### src/rtl/fkl_pkg.sv
package fkl_pkg;
    localparam int DATA_W = 32;
    localparam int ADDR_W = 6;
    localparam int N_LOCK = 3;

    typedef enum logic [1:0] {
        LK_CTRL = 2'd0,
        LK_PROG = 2'd1,
        LK_OPT  = 2'd2
    } lock_id_e;

    localparam logic [ADDR_W-1:0] OFS_CTRL = 6'h04;
    localparam logic [ADDR_W-1:0] OFS_CKEY = 6'h0C;
    localparam logic [ADDR_W-1:0] OFS_PKEY = 6'h10;
    localparam logic [ADDR_W-1:0] OFS_OKEY = 6'h14;

    // writable non-lock fields: bits 3,4,8,9,10,16,17,18
    localparam logic [DATA_W-1:0] FIELD_MASK = 32'h0007_0718;
    localparam logic [DATA_W-1:0] LOCK_MASK  = 32'h0000_0007;

    typedef struct packed {
        logic [DATA_W-1:0] first;
        logic [DATA_W-1:0] second;
    } key_pair_t;

    function automatic key_pair_t key_of(input int idx);
        key_pair_t k;
        case (idx)
            0:       k = '{first: 32'h89AB_CDEF, second: 32'h0203_0405};
            1:       k = '{first: 32'h8C9D_AEBF, second: 32'h1314_1516};
            default: k = '{first: 32'hFBEA_D9C8, second: 32'h2425_2627};
        endcase
        return k;
    endfunction

    function automatic logic [ADDR_W-1:0] key_ofs(input int idx);
        case (idx)
            0:       return OFS_CKEY;
            1:       return OFS_PKEY;
            default: return OFS_OKEY;
        endcase
    endfunction
endpackage

### src/rtl/fkl_key_seq.sv
module fkl_key_seq
    import fkl_pkg::*;
#(
    parameter int                W      = DATA_W,
    parameter logic [DATA_W-1:0] FIRST  = '0,
    parameter logic [DATA_W-1:0] SECOND = '0
) (
    input  logic         clk,
    input  logic         rst,
    input  logic         hit,
    input  logic [W-1:0] wdata,
    output logic         pass,
    output logic         fault
);
    logic armed_q;

    always_comb begin
        pass  = hit && armed_q && (wdata == SECOND[W-1:0]);
        fault = hit && (armed_q ? (wdata != SECOND[W-1:0]) : (wdata != FIRST[W-1:0]));
    end

    always_ff @(posedge clk) begin
        if (rst)
            armed_q <= 1'b0;
        else if (hit)
            armed_q <= !armed_q && (wdata == FIRST[W-1:0]);
    end


    seq_disarm_on_fault_chk: assert property (@(posedge clk) disable iff (rst)
        fault |=> !armed_q);
endmodule

### src/rtl/fkl_ctrl_reg.sv
module fkl_ctrl_reg
    import fkl_pkg::*;
#(
    parameter int W = DATA_W,
    parameter int L = N_LOCK
) (
    input  logic         clk,
    input  logic         rst,
    input  logic         wr,
    input  logic [W-1:0] wdata,
    input  logic [L-1:0] open_req,
    input  logic         force_lock,
    output logic [W-1:0] ctrl_q
);
    logic [W-1:0] ctrl_d;

    always_comb begin
        ctrl_d = ctrl_q;
        if (force_lock) begin
            ctrl_d[L-1:0] = '1;
        end else begin
            if (wr) begin
                if (!ctrl_q[LK_CTRL])
                    ctrl_d = (ctrl_q & ~FIELD_MASK[W-1:0]) | (wdata & FIELD_MASK[W-1:0]);
                ctrl_d[L-1:0] = ctrl_q[L-1:0] | wdata[L-1:0];
                if (wdata[LK_CTRL])
                    ctrl_d[L-1:0] = '1;
            end
            for (int i = 0; i < L; i++)
                if (open_req[i]) ctrl_d[i] = 1'b0;
        end
    end

    always_ff @(posedge clk) begin
        if (rst) ctrl_q <= LOCK_MASK[W-1:0];
        else     ctrl_q <= ctrl_d;
    end


    lock_order_chk: assert property (@(posedge clk) disable iff (rst)
        ctrl_q[LK_CTRL] |-> (ctrl_q[LK_PROG] && ctrl_q[LK_OPT]));

    lock_clear_by_key_chk: assert property (@(posedge clk) disable iff (rst)
        (($past(ctrl_q[L-1:0]) & ~ctrl_q[L-1:0] & ~$past(open_req)) == '0));

    prog_open_needs_ctrl_chk: assert property (@(posedge clk) disable iff (rst)
        $fell(ctrl_q[LK_PROG]) |-> !$past(ctrl_q[LK_CTRL]));

    fields_frozen_chk: assert property (@(posedge clk) disable iff (rst)
        $past(ctrl_q[LK_CTRL]) |-> ((ctrl_q & FIELD_MASK[W-1:0]) == ($past(ctrl_q) & FIELD_MASK[W-1:0])));

    undefined_zero_chk: assert property (@(posedge clk) disable iff (rst)
        (ctrl_q & ~(FIELD_MASK[W-1:0] | LOCK_MASK[W-1:0])) == '0);
endmodule

### src/rtl/flash_key_lock.sv
module flash_key_lock
    import fkl_pkg::*;
(
    input  logic              clk,
    input  logic              rst,
    input  logic              wr_en,
    input  logic              rd_en,
    input  logic [ADDR_W-1:0] addr,
    input  logic [DATA_W-1:0] wdata,
    output logic [DATA_W-1:0] rd_data,
    output logic [DATA_W-1:0] ctrl_word,
    output logic              ctrl_locked,
    output logic              prog_locked,
    output logic              opt_locked,
    output logic              lockout
);
    logic [N_LOCK-1:0] key_hit, key_pass, key_fault, open_req;
    logic              lockout_q, force_lock;
    logic [DATA_W-1:0] ctrl_q;

    for (genvar g = 0; g < N_LOCK; g++) begin : g_key
        localparam key_pair_t KP = key_of(g);
        assign key_hit[g] = wr_en && (addr == key_ofs(g));
        fkl_key_seq #(.W(DATA_W), .FIRST(KP.first), .SECOND(KP.second)) i_seq (
            .clk(clk), .rst(rst), .hit(key_hit[g]), .wdata(wdata),
            .pass(key_pass[g]), .fault(key_fault[g]));
        // program and option locks open only behind an open register lock
        if (g == 0) begin : g_root
            assign open_req[g] = key_pass[g];
        end else begin : g_dep
            assign open_req[g] = key_pass[g] && !ctrl_q[LK_CTRL];
        end
    end

    assign force_lock = lockout_q || (|key_fault);

    always_ff @(posedge clk) begin
        if (rst)            lockout_q <= 1'b0;
        else if (|key_fault) lockout_q <= 1'b1;
    end

    fkl_ctrl_reg #(.W(DATA_W), .L(N_LOCK)) i_ctrl (
        .clk(clk), .rst(rst), .wr(wr_en && (addr == OFS_CTRL)), .wdata(wdata),
        .open_req(open_req), .force_lock(force_lock), .ctrl_q(ctrl_q));

    assign rd_data     = (rd_en && (addr == OFS_CTRL)) ? ctrl_q : '0;
    assign ctrl_word   = ctrl_q;
    assign ctrl_locked = ctrl_q[LK_CTRL];
    assign prog_locked = ctrl_q[LK_PROG];
    assign opt_locked  = ctrl_q[LK_OPT];
    assign lockout     = lockout_q;


    lockout_sticky_chk: assert property (@(posedge clk) disable iff (rst)
        lockout_q |=> lockout_q);

    lockout_holds_locks_chk: assert property (@(posedge clk) disable iff (rst)
        lockout_q |-> (ctrl_q[N_LOCK-1:0] == '1));

    opt_open_needs_ctrl_chk: assert property (@(posedge clk) disable iff (rst)
        $fell(ctrl_q[LK_OPT]) |-> !$past(ctrl_q[LK_CTRL]));
endmodule

### config.mk
export PLATFORM = sky130hd
export DESIGN_NAME = flash_key_lock
export DESIGN_NICKNAME = d
export VERILOG_FILES = /design/src/rtl/fkl_pkg.sv /design/src/rtl/fkl_key_seq.sv /design/src/rtl/fkl_ctrl_reg.sv /design/src/rtl/flash_key_lock.sv
export SDC_FILE = /design/constraint.sdc
export NUM_CORES = 1
export LEC_CHECK = 0
export ABC_AREA = 0
export BUFFER_PORTS_ARGS = -buffer_cell sky130_fd_sc_hd__buf_2
export CAP_MARGIN = 20
export CORE_MARGIN = 1.5
export CORE_UTILIZATION = 42
export CTS_CLUSTER_DIAMETER = 200
export DETAILED_ROUTE_END_ITERATION = 7
export PLACE_DENSITY = 0.81
export SLEW_MARGIN = 15
export SYNTH_ARGS = -nofsm -noshare
export SYNTH_HDL_FRONTEND = slang
export SYNTH_SLANG_ARGS = --single-unit
### constraint.sdc
create_clock -name clk -period 2.03 [get_ports clk]
set_input_delay 0.406 -clock clk [delete_from_list [all_inputs] [get_ports clk]]
set_output_delay 0.406 -clock clk [all_outputs]
set_load 0.005 [all_outputs]
==> impl_results.md <==
- Outcome: finished clean
- Routed WL per cell: 13.1 um
- Crit path launch: addr[5]
- Clk sinks: 15
- Post-synthesis register bit count: 15
- Final #Nets: 330
- Initial antenna violation count: 0
- Number of global-route vias before repair: 1481
- Clock Latency Late Sink: 0.25 ns
- Post-Syn Area: 1610 um2
- Most frequent cells in the layout: 67 x buf_2, 42 x conb_1, 19 x nor2_1
- Starting Density: between 40 and 50%
- First-pass GRT wire length: 6910 um
- Final WL: 4390 um
- Hold buffers post-CTS: 0
- Final Max Tran Viols: 0
- Final Skew: between 0.003 and 0.004 ns
- Overall power: approximately 0.7 mW
- Clk root buf: clkbuf_8
- Psw: 0.205 mW
- Cts bufs inserted: 3
- Fmax: 0.519 GHz
- Yosys cell types: 44
- Crit path DAT: ~1.5 ns
- H-tree Lvls: 1
- Crit. End Element: output port
- Internal Pwr Total: roughly 0.5 mW
- Vias per inst: 5.11
- Final period utilization: between 90% and 100%
- Placed cell area: 1910 um2
- Final setup vio count: 0
- Area grow syn2layout: 22.3%
- Clock Path Buffers: 2
- Setup WS post-layout: 0.102 ns
- Layout cells sized above 1: roughly 32%
- Worst Hold Depth: 3
- Hold Startpoint: addr[2]
- Die area: 4200 um2
- R2R Path End: i_ctrl.ctrl_q[1]
- Syn Inst Count: 208
- 1st-iter DRT viols: 133
- R2R cell count: 6
- GR Overflow Total: 0
- Net Sw Frac: 29.2%
- Register-to-Register Setup Slack: about 0.19 ns
- Diode count: 0
- Fin area: between 1500 and 2000 um2
- CTS tree: done
- Syn avg cell area: 7.72 um2
- CP Launch Type: input port
- DRT antenna net count: 0
- Static Leak: 0.968 nW
- Max cap viols: 0
- Core area: 3660 um2
- Largest net degree at the start of global routing: 14
- Sequential share of power: 42.0%
- Routability congestion estimate: 0.939
- Post-synthesis sequential area ratio: between 10% and 20%
- DRT Pass-1 Iters: 5
- Die Ht: between 60 and 70 um
- Clk pwr share: 36.1%
- WHS Endpoint: g_key[2].i_seq.armed_q
- Commonest non-fill, non-tap cell in the layout: buf_2
- Combinational cell fraction of total power: 22.0%
- Synth warnings: 0
- Residual DRC: 0
- Required @ worst endpoint: between 1.5 and 2 ns
- Hold WC Path Type: in -> reg
- Kind of critical path: in -> out
- VDD IR max: 0.186 mV
- Fin cells: 335
- Vias: 1713
- CP max FO: 11
- Clock transition at path regs: roughly 0.06 ns
- Worst R2R Start: g_key[1].i_seq.armed_q
- Boundary Pins: 110
- Final hold viol count: 0
- Finished Core Util: 53.6%
- Dpl ws: -0.0395 ns
- PwrDens: between 300 and 400 nW/um2
- Detailed Place HPWL: 3700 um
- Cells after DPL: 330
- Chip width: 64.8 um
- Num rows: 22
- Min Tclk post-route: about 1.9 ns
- # port buffers: 67
- RSZ-0062 raised after global routing: false
- All-layer global routing usage: 21.0%
[cell type report]
type / instances / area (um2)
fillers: 379 / 1700
multi-input cells: 183 / 1100
repair buffers: 82 / 448
flip-flops and latches: 15 / 300
well taps: 48 / 60.1
clock buffers: 4 / 45.0
inverters: 3 / 11.3
[sequential cells by signal (all words and copies together), names as in the netlist]
name / flops
g_key.i_seq.armed_q: 3
lockout: 1
i_ctrl.ctrl_q: 11
[critical path, stage by stage]
cell and delay (ns):
buf_2 0.09, nor3_1 0.22, and3b_2 0.24, and3b_1 0.17, buf_4 0.15, and2_1 0.13
buf_2 0.10
[synthesized netlist by cell type, drive strengths merged]
| cell type | instances | area share (%) |
|---|---|---|
| and4bb | 1 | 0.78 |
| and4b | 1 | 0.62 |
| or4 | 2 | 1.2 |
| nand4bb | 2 | 1.4 |
| nor4b | 4 | 3.9 |
| nand4b | 2 | 1.1 |
| nor2b | 2 | 0.78 |
| conb | 1 | 0.23 |
| or4b | 3 | 1.9 |
| a21oi | 7 | 2.2 |
| nand4 | 9 | 3.5 |
| nor3 | 9 | 2.8 |
| a21boi | 1 | 0.70 |
| and3b | 3 | 1.6 |
| o21a | 1 | 0.47 |
| inv | 3 | 0.70 |
| o21bai | 2 | 0.94 |
| or3 | 3 | 1.2 |
| nand3 | 9 | 2.8 |
| a31oi | 2 | 0.78 |
| nand2b | 3 | 1.2 |
| clkbuf | 2 | 0.47 |
| and2 | 11 | 4.3 |
| nand3b | 1 | 0.47 |
| a211oi | 1 | 0.47 |
| nor3b | 2 | 0.94 |
| o21ai | 5 | 1.6 |
| and3 | 5 | 1.9 |
| nor4bb | 2 | 1.2 |
| mux2i | 8 | 5.0 |
| dfxtp | 15 | 19 |
| nor2 | 19 | 4.4 |
| buf | 46 | 21 |
| o32a | 1 | 0.62 |
| or3b | 1 | 0.55 |
| nand2 | 10 | 2.3 |
| nor4 | 6 | 3.3 |
| and4 | 3 | 1.6 |
[power groups by stage]
stage               clock (mW)  combinational [mW]  sequential [mW]
global placement             0               0.149            0.302
detailed placement           0               0.149            0.302
CTS                      0.256               0.150            0.295
floorplan                    0               0.112            0.302
global route             0.269               0.170            0.295
finish                   0.254               0.154            0.295
[timing repair]
| item | CTS | global route |
|---|---|---|
| setup buffers | 0 | 1 |
| resized for setup | 0 | 1 |
| setup endpoints to repair | 0 | 11 |
[per-stage QoR]
stage	TNS, ns	hold WS (ns)
after global routing	0	0.451
after detailed placement	-0.0843	0.501
after floorplan	0	0.462
after global placement	0	0.488
final	0	0.445
after CTS	0	0.441
[cell families (layout without fill, tap and decap cells)]
kind of cell,after synthesis,count (layout),share of synthesized area [%]
flip-flops,15,15,18.7
other,1,42,0.234
buffers and inverters,51,89,22.5
multiplexers,8,8,4.99
AND/OR/NAND/NOR,113,113,45.8
AO/OA/AOI/OAI,20,20,7.72
[routing by layer]
metal,vias to the layer above,routed length (um),track usage (%)
met5,-,0,0
met3,4,459,3.47
met2,109,2020,34.4
met1,771,1870,28.3
li1,829,-,-
met4,0,38,6.12
[worst max path at each step]
stage                                  end  slack [ns]
final                           rd_data[3]        0.10
after global routing            rd_data[9]        0.02
after CTS                       rd_data[3]        0.04
after detailed placement           lockout       -0.04
after global placement             lockout       0.008
after floorplan           i_ctrl.ctrl_q[0]        0.27
No activity file was read; power rests on OpenSTA's default activity.
